$ cat config.mk
export PLATFORM = sky130hd
export DESIGN_NAME = zc_fade_mute
export DESIGN_NICKNAME = d
export VERILOG_FILES = /design/src/rtl/fade_pkg.sv /design/src/rtl/fade_ctrl.sv /design/src/rtl/fade_datapath.sv /design/src/rtl/zc_fade_mute.sv
export SDC_FILE = /design/constraint.sdc
export NUM_CORES = 1
export LEC_CHECK = 0
export BUFFER_PORTS_ARGS = -buffer_cell sky130_fd_sc_hd__buf_2
export CAP_MARGIN = 20
export CORE_AREA = 2 2 173 175
export DETAILED_ROUTE_END_ITERATION = 8
export DIE_AREA = 0 0 175 177
export PLACE_DENSITY = 0.88
export SYNTH_ARGS = -nofsm -noshare
export SYNTH_HDL_FRONTEND = slang
export SYNTH_SLANG_ARGS = --single-unit
$ cat constraint.sdc
create_clock -name clk -period 15.05 [get_ports clk]
set_input_delay 1.505 -clock clk [delete_from_list [all_inputs] [get_ports clk]]
set_output_delay 1.505 -clock clk [all_outputs]
set_load 0.05 [all_outputs]
$ cat src/rtl/fade_pkg.sv
package fade_pkg;

  // Strobes passed from the control module to the datapath each cycle.
  typedef struct packed {
    logic sampleEn;   // a sample is being processed this cycle
    logic forceZero;  // abort: clear the output
    logic doneHit;    // this sample's step completes a fade
  } fadeStrobes_t;

  // Smoothstep level 3t^2 - 2t^3 scaled to the unity gain 2^(gainW-1), rounded.
  function automatic longint sCurveGain(input int idx, input int steps, input int gainW);
    longint li, ls, unity, num, den;
    li    = longint'(idx);
    ls    = longint'(steps);
    unity = longint'(1) << (gainW - 1);
    num   = 3 * li * li * ls - 2 * li * li * li;
    den   = ls * ls * ls;
    return (unity * num + den / 2) / den;
  endfunction

endpackage

$ cat src/rtl/fade_ctrl.sv
module fade_ctrl #(
  parameter int DATA_W  = 24,
  parameter int STEPS   = 48,
  parameter int TIMEOUT = 8192,
  parameter int IDX_W   = $clog2(STEPS + 1)
) (
  input  logic                     clk,
  input  logic                     rst,
  input  logic                     inValid,
  input  logic [DATA_W-1:0]        inData,
  input  logic                     muteReq,
  input  logic                     abortReq,
  output fade_pkg::fadeStrobes_t   strobes,
  output logic [IDX_W-1:0]         nextIdx,
  output logic [IDX_W-1:0]         curIdx
);
  localparam int CNT_W = $clog2(TIMEOUT + 1);
  localparam logic [IDX_W-1:0] FULL_IDX = IDX_W'(STEPS);
  localparam logic [CNT_W-1:0] QUIET_LAST = CNT_W'(TIMEOUT - 1);

  logic             havePrev;
  logic             prevSign;
  logic [CNT_W-1:0] quietCnt;
  logic             forced;

  logic             crossing;
  logic [IDX_W-1:0] targetIdx;
  logic             fading;
  logic             stepNow;

  always_comb begin
    crossing  = (inData == '0) || (havePrev && (inData[DATA_W-1] != prevSign));
    targetIdx = muteReq ? '0 : FULL_IDX;
    fading    = (curIdx != targetIdx);
    stepNow   = inValid && !abortReq && fading && (crossing || forced);

    nextIdx = curIdx;
    if (abortReq)
      nextIdx = '0;
    else if (stepNow)
      nextIdx = (targetIdx > curIdx) ? curIdx + 1'b1 : curIdx - 1'b1;

    strobes.sampleEn  = inValid;
    strobes.forceZero = abortReq;
    strobes.doneHit   = stepNow && ((nextIdx == '0) || (nextIdx == FULL_IDX));
  end

  always_ff @(posedge clk) begin
    if (rst) begin
      curIdx   <= FULL_IDX;
      havePrev <= 1'b0;
      prevSign <= 1'b0;
      quietCnt <= '0;
      forced   <= 1'b0;
    end else begin
      curIdx <= nextIdx;
      if (abortReq) begin
        havePrev <= 1'b0;
        quietCnt <= '0;
        forced   <= 1'b0;
      end else begin
        if (inValid) begin
          havePrev <= 1'b1;
          prevSign <= inData[DATA_W-1];
        end
        if (!fading) begin
          quietCnt <= '0;
          forced   <= 1'b0;
        end else if (stepNow) begin
          quietCnt <= '0;
        end else if (inValid) begin
          if (quietCnt == QUIET_LAST)
            forced <= 1'b1;
          else
            quietCnt <= quietCnt + 1'b1;
        end
      end
    end
  end

endmodule

$ cat src/rtl/fade_datapath.sv
module fade_datapath #(
  parameter int DATA_W = 24,
  parameter int GAIN_W = 16,
  parameter int STEPS  = 48,
  parameter int IDX_W  = $clog2(STEPS + 1)
) (
  input  logic                    clk,
  input  logic                    rst,
  input  fade_pkg::fadeStrobes_t  strobes,
  input  logic [IDX_W-1:0]        gainIdx,
  input  logic [DATA_W-1:0]       inData,
  output logic                    outValid,
  output logic [DATA_W-1:0]       outData,
  output logic                    fadeDone
);
  localparam int PROD_W = DATA_W + GAIN_W + 1;
  localparam int SH     = GAIN_W - 1;

  logic [GAIN_W-1:0] gainTab [STEPS+1];

  for (genvar g = 0; g <= STEPS; g++) begin : gen_gain
    assign gainTab[g] = GAIN_W'(fade_pkg::sCurveGain(g, STEPS, GAIN_W));
  end

  logic [GAIN_W-1:0]        selGain;
  logic signed [PROD_W-1:0] dataExt;
  logic signed [PROD_W-1:0] gainExt;
  logic signed [PROD_W-1:0] prod;
  logic signed [PROD_W-1:0] roundAdd;
  logic signed [PROD_W-1:0] biased;
  logic [DATA_W-1:0]        scaled;

  always_comb begin
    selGain  = gainTab[gainIdx];
    dataExt  = PROD_W'($signed(inData));
    gainExt  = $signed(PROD_W'(selGain));
    prod     = dataExt * gainExt;
    roundAdd = prod[PROD_W-1] ? $signed(PROD_W'((longint'(1) << SH) - 1)) : '0;
    biased   = prod + roundAdd;
    scaled   = DATA_W'(biased >>> SH);
  end

  always_ff @(posedge clk) begin
    if (rst) begin
      outValid <= 1'b0;
      outData  <= '0;
      fadeDone <= 1'b0;
    end else begin
      outValid <= strobes.sampleEn;
      fadeDone <= strobes.doneHit;
      if (strobes.forceZero)
        outData <= '0;
      else if (strobes.sampleEn)
        outData <= scaled;
    end
  end

endmodule

$ cat src/rtl/zc_fade_mute.sv
module zc_fade_mute #(
  parameter int DATA_W  = 24,
  parameter int GAIN_W  = 16,
  parameter int STEPS   = 48,
  parameter int TIMEOUT = 8192
) (
  input  logic              clk,
  input  logic              rst,
  input  logic              inValid,
  input  logic [DATA_W-1:0] inData,
  input  logic              muteReq,
  input  logic              abortReq,
  output logic              outValid,
  output logic [DATA_W-1:0] outData,
  output logic              fadeDone
);
  localparam int IDX_W = $clog2(STEPS + 1);

  fade_pkg::fadeStrobes_t strobes;
  logic [IDX_W-1:0]       nextIdx;
  logic [IDX_W-1:0]       curIdx;

  fade_ctrl #(
    .DATA_W(DATA_W), .STEPS(STEPS), .TIMEOUT(TIMEOUT), .IDX_W(IDX_W)
  ) u_ctrl (
    .clk(clk), .rst(rst), .inValid(inValid), .inData(inData),
    .muteReq(muteReq), .abortReq(abortReq),
    .strobes(strobes), .nextIdx(nextIdx), .curIdx(curIdx)
  );

  fade_datapath #(
    .DATA_W(DATA_W), .GAIN_W(GAIN_W), .STEPS(STEPS), .IDX_W(IDX_W)
  ) u_dp (
    .clk(clk), .rst(rst), .strobes(strobes), .gainIdx(nextIdx), .inData(inData),
    .outValid(outValid), .outData(outData), .fadeDone(fadeDone)
  );

endmodule

Yosys cells after proc, flatten, opt, wreduce, memory -nomap -nowiden
Memory sizes are Yosys's and may differ from the RTL's.
Index checks and enable logic that the tools add are counted.
W data, S select, Z words.
{"block": "op_classes", "bitwise_logic": 5, "mux": 7, "mul": 1, "n_eq_ne": 4, "add_sub_neg": 4, "n_reduce_logical": 17, "order_cmp": 2}
{"op": "$mul A24 B17 Y41", "count": 1}
{"op": "$add A39 B39 Y39", "count": 1}
{"op": "$mux W16", "count": 2}
{"op": "$logic_not A24 Y1", "count": 1}
{"op": "$mux W6", "count": 4}
{"op": "$mux W15", "count": 1}
{"op": "$add A14 B1 Y14 const B", "count": 1}
{"op": "$eq A14 B13 Y1 const B", "count": 1}
{"op": "$ge A7 B7 Y1 const B", "count": 1}
{"op": "$not A6 Y7", "count": 1}
{"op": "$add A6 B1 Y6 const B", "count": 1}
{"op": "$eq A6 B6 Y1 const B", "count": 1}
{"op": "$gt A6 B6 Y1", "count": 1}
{"op": "$logic_not A6 Y1", "count": 1}
{"op": "$ne A6 B6 Y1", "count": 1}
{"op": "$sub A6 B1 Y6 const B", "count": 1}
{"op": "$logic_and A1 B1 Y1", "count": 5}
{"op": "$not A1 Y1", "count": 4}
{"op": "$reduce_and A2 Y1", "count": 2}
{"op": "$reduce_or A4 Y1", "count": 1}
{"op": "$logic_or A1 B1 Y1", "count": 3}
{"op": "$reduce_and A3 Y1", "count": 1}
{"op": "$reduce_or A3 Y1", "count": 1}
{"op": "$reduce_or A2 Y1", "count": 1}
{"op": "2 further kinds", "count": 2}
{"block": "totals", "mem_bits_ro": 1024, "reg_bits": 49, "n_memories": 1, "input_bits": 29}
{"name": "(name not given)", "words": 64, "width": 16, "read_ports": 1, "rd_ports_with_merged_regs": 0, "wr": 0, "line": "fade_datapath.sv:34", "rtl": "selGain = gainTab[gainIdx];"}

Longest topological paths before layout
{"block": "depth", "depth_word": 14, "mapped_depth": 55, "depth_no_buf": 51}

By module
Synthesis repeated with hierarchy kept, for this count alone.
{"block": "unflattened", "hier_cells": 2268, "hier_area_um2": 18955.7}
{"mod": "fade_datapath", "cells_each": 2103, "area_per_inst_um2": 17568.1, "seq_area_each_um2": 520.5, "instances": 1}
{"mod": "fade_ctrl", "cells_each": 165, "area_per_inst_um2": 1387.6, "seq_area_each_um2": 460.4, "instances": 1}

Least setup slack after synthesis
OpenSTA, ideal clock, no wires.
{"block": "synth_timing", "path_kind": "input port to flip-flop", "from": "input muteReq", "to": "register u_dp.outData[22]", "n_path_buf": 1, "slack_ps": 1524, "arrival_ps": 13456, "cell_stages": 50, "path_cell_list": "inv_1 -> ha_1 -> nor2b_1 -> and4_1 -> or2_2 -> inv_1 -> fa_1 -> a211oi_2 -> clkinv_1 -> ha_1 -> clkbuf_1 -> or3_1 -> o21ai_0 -> nor2_1 -> a31oi_1 -> nor2_1 -> a221oi_1 -> o22ai_1 -> (+14 left out) -> a211o_1 -> a211oi_1 -> o21ai_4 -> nand2_4 -> inv_1 -> ha_1 -> and3b_1 -> o21ai_0 -> a21oi_1 -> nor4bb_1 -> o2111ai_1 -> nor3_1 -> a2111oi_2 -> a221o_1 -> nand4bb_1 -> o31a_1 -> or3_1 -> a21oi_1"}
{"block": "synth_between", "elab_chain_len": 13}
{"item": "from (decl)", "line": "zc_fade_mute.sv:11", "rtl": "input logic muteReq,"}
{"item": "$mux W6 *", "line": "fade_ctrl.sv:33", "rtl": "targetIdx = muteReq ? '0 : FULL_IDX;"}
{"item": "branches (longest 3 deep; another with $gt A6 B6 Y1)"}
{"item": "$mux W6 *", "line": "fade_ctrl.sv:40", "rtl": "else if (stepNow)"}
{"item": "$mux W6 *", "line": "fade_ctrl.sv:38", "rtl": "if (abortReq)"}
{"item": "net nextIdx[1]", "line": "zc_fade_mute.sv:20", "rtl": "logic [IDX_W-1:0] nextIdx;"}
{"item": "$not A6 Y7 (implied by the code) *", "line": "fade_datapath.sv:34"}
{"item": "$mem_v2 Z64 W16 *"}
{"item": "$mux W16 (implied by the code) * (2 in series)", "line": "fade_datapath.sv:34"}
{"item": "$mul A24 B17 Y41 *", "line": "fade_datapath.sv:37", "rtl": "prod = dataExt * gainExt;"}
{"item": "$mux W15", "line": "fade_datapath.sv:38", "rtl": "roundAdd = prod[PROD_W-1] ? $signed(PROD_W'((longint'(1) << SH) - 1)) : '0;"}
{"item": "$add A39 B39 Y39 *", "line": "fade_datapath.sv:39", "rtl": "biased = prod + roundAdd;"}
{"item": "to (signal assigned)", "line": "fade_datapath.sv:54", "rtl": "outData <= scaled;"}
{"item": "to (decl)", "line": "fade_datapath.sv:13", "rtl": "output logic [DATA_W-1:0] outData,"}
Mark *: on every way through the listed nets, which the timed path passes. The select of a mux whose other input is x is not followed.
A chain may end at the register's enable or synchronous reset.

Final worst setup path
{"block": "layout_timing", "from": "input muteReq", "to": "register u_dp.outData[14]"}
{"block": "layout_between", "elab_chain_len": 13}
{"item": "$mux W6 *", "line": "fade_ctrl.sv:33"}
{"item": "branches (longest 3 deep; another with $gt A6 B6 Y1)"}
{"item": "$mux W6 *", "line": "fade_ctrl.sv:40"}
{"item": "$mux W6 *", "line": "fade_ctrl.sv:38"}
{"item": "$not A6 Y7 (implied by the code) *", "line": "fade_datapath.sv:34"}
{"item": "$mem_v2 Z64 W16 *"}
{"item": "$mux W16 (implied by the code) * (2 in series)", "line": "fade_datapath.sv:34"}
{"item": "$mul A24 B17 Y41 *", "line": "fade_datapath.sv:37"}
{"item": "$mux W15", "line": "fade_datapath.sv:38"}
{"item": "$add A39 B39 Y39 *", "line": "fade_datapath.sv:39"}
Mark *: on every way between the ends. The select of a mux whose other input is x is not followed.

==> out/qor.yml <==
die:
  fp-row-count: 63
  initial_utilization_pct: 63.7
  die_area_sq_mm: 0.0310
  fp.dieW_um: 175
  io_pins: 55
  fp.dieH_um: 177
  coreArea_sq_mm: 0.0292
layout:
  nets: 2771
  final_common_cell: "inv_1"
  layout_common_cells: "inv_1 (485), fa_1 (378), nand2_1 (291), and2_1 (123), ha_1 (122)"
  drive_above_1_share_pct: 6.60
  fillers: 2196
  diodes: 0
  syn_to_final_growth_pct: 5.20
route:
  drc: 0
  vias_per_cell: 6.06
  drtAntennaViolNets: 0
  wire_per_inst_um: 19.6
  dr.pass1.iters: 6
  vias: 16000
  wirelength_um: 51500
  drtIter0Drc: 1315
yosys:
  synth_top_family_by_area: "adder cells"
  synth_mux_area_share_pct: 0.544
  synth-compound-area-share_pct: 11.1
  synth_area_sq_mm: 0.0186
  async_flop_share_pct: 0
  yosys.area.top_type: "fa_1"
  ys_seq_elements: 49
  synthSimpleGateAreaFrac_pct: 19.1
  synth_xor_area_share_pct: 3.13
  synth_seq_area_share_pct: 5.26
  ys_types: 89
  synth-edff-count: 0
  synthAdderAreaFrac_pct: 48.8
  avgSynthCellArea_sq_um: 8.32
  synth-main-ff-cell: "dfxtp_1"
  yosysWarnings: 0
  synth_nets: 2770
  synth_top_area_share_pct: 40.6
  ys_top_cells_by_area: "fa_1 (41%), inv_1 (9.8%), ha_1 (8.2%), nand2_1 (5.9%), dfxtp_1 (5.3%)"
  postSynthCellCount: 2241
clock_tree:
  cts_root_buffer: "clkbuf_16"
  numCtsBuffers: 5
  clock-sinks: 49
  cts_buffer_depth: 2
  h-tree-depth: 2
  clkTransAtPathRegs_ns: 0.06
  post_cts_buffers: 0
  cts_tree: "done"
  cts_hold_buf: 0
  post_cts_resized: 0
  clk_latency_ns: 0.29
grt:
  grt_usage_pct: 34.7
  grt_pass1_vias: 17300
  grt_max_degree: 40
  antenna_found_initial: 0
  grt_pass1_wl_um: 85500
  grt-ovfl-total: 0
placement:
  gp_congestion: 0.979
  hpwl_um: 41400
  port_buffers: 54
sta:
  rsz0062_at_grt: "no"
  timing.final.crit_share_pct: 94.8
  fin_setup_tns_ns: 0
  worst_pin_slew_ns: 1.02
  fmax_mhz: 70.1
  fin_skew_ns: 0.00472
  hold_viol: 0
  relSlewSlack_pct: 31.9
  fin_crit_ns: 14.27
  finalSetupViolCount: 0
  slew_viol_final: 0
setup_path:
  cp.arrival_ns: 14.49
  r2r_start: "u_ctrl.curIdx[4]"
  crit_path_max_incr_delay_ns: 0.58
  crit_buf_inv: 10
  setup.worst_path.start: "muteReq"
  cp_max_fo: 26
  critPathKind: "primary input to register"
  cp-start-kind: "primary input"
  worstPathRequired_ns: 15.27
  cp_slowest_cell: "fa_1"
  crit_path_end_kind: "register"
  crit_family: "adder cells"
worst_hold_path:
  holdCritPathClass: "register to register"
  hold_start: "u_dp.outData[23]"
outcome:
  status: "completed"
job:
  cap_violations: 0
cell families after synthesis:
| kind of cell | Yosys count |
|---|---|
| buffers and inverters | 592 |
| adders and majority gates | 500 |
| AOI/OAI and AO/OA | 312 |
| and+or+nand+nor | 713 |
| muxes | 10 |
| DFF | 49 |
| xor gates and xnor gates | 65 |
stage by stage:
stage / hold slack (ns) / std cells / worst slack, ns / utilization [%] / instance area [sq um]
finish: 0.455 / 2633 / 0.778 / 67.1 / 19600
global route: 0.495 / 2633 / 0.0279 / 67.1 / 19600
CTS: 0.453 / 2631 / 0.665 / 66.8 / 19500
detailed placement: 0.437 / 2623 / 0.447 / 66.2 / 19400
global placement: 0.447 / 2623 / 0.653 / 66.2 / 19400
floorplan: 0.434 / 2241 / 1.52 / - / 18600
flip-flops by register name, indices dropped and copies added (netlist names):
signal	flops
u_ctrl.curIdx	6
u_ctrl.forced	1
u_ctrl.havePrev	1
u_ctrl.prevSign	1
u_ctrl.quietCnt	14
u_dp.fadeDone	1
u_dp.outData	24
u_dp.outValid	1
tightest hold or removal path, cell delays in order, from the launching register on:
cell and delay (ns):
dfxtp_1 0.32, nand2_1 0.05, o21ai_0 0.06
cells in the mapped netlist, types with 13 or more instances:
library cell and instances:
inv_1 487, fa_1 378, nand2_1 291, and2_1 123
ha_1 122, nor2_1 98, clkbuf_1 91, a21oi_1 87
o21ai_0 62, dfxtp_1 49, xnor2_1 39, nand3_1 32
nor2b_1 31, and3_1 29, a211oi_1 25, xor2_1 25
nor3_1 19, nand4_1 15, a31oi_1 14, nor4_1 13
o211ai_1 13, o21a_1 13
routing by layer:
layer	global-route usage, %	part of all wire [%]	vias to the layer above
li1	-	-	6980
met1	40.3	36	7911
met2	61.2	50	823
met3	6.04	7.8	246
met4	18.9	6.1	0
met5	0	0	-
worst paths after layout:
path | end | slack [ns] | cells after the start
worst min-delay path | u_dp.outData[23] | 0.45 | 2
worst min register to register | u_dp.outData[23] | 0.45 | 2
worst max register to register | u_dp.outData[14] | 1.70 | 48
worst max-delay path | u_dp.outData[14] | 0.78 | 49
cell type report:
class / instances / area (sq um) / area share [%]
Multi-Input combinational cell: 1600 / 15500 / 79.0
Inverter: 488 / 1840 / 9.36
Sequential cell: 49 / 981 / 5.00
Timing Repair Buffer: 98 / 632 / 3.22
Tap cell: 390 / 488 / 2.49
Clock buffer: 6 / 139 / 0.708
Clock inverter: 2 / 37.5 / 0.191
Power is not shown: default switching activity piles up to over one toggle a cycle in this logic, so the estimate is an artifact.
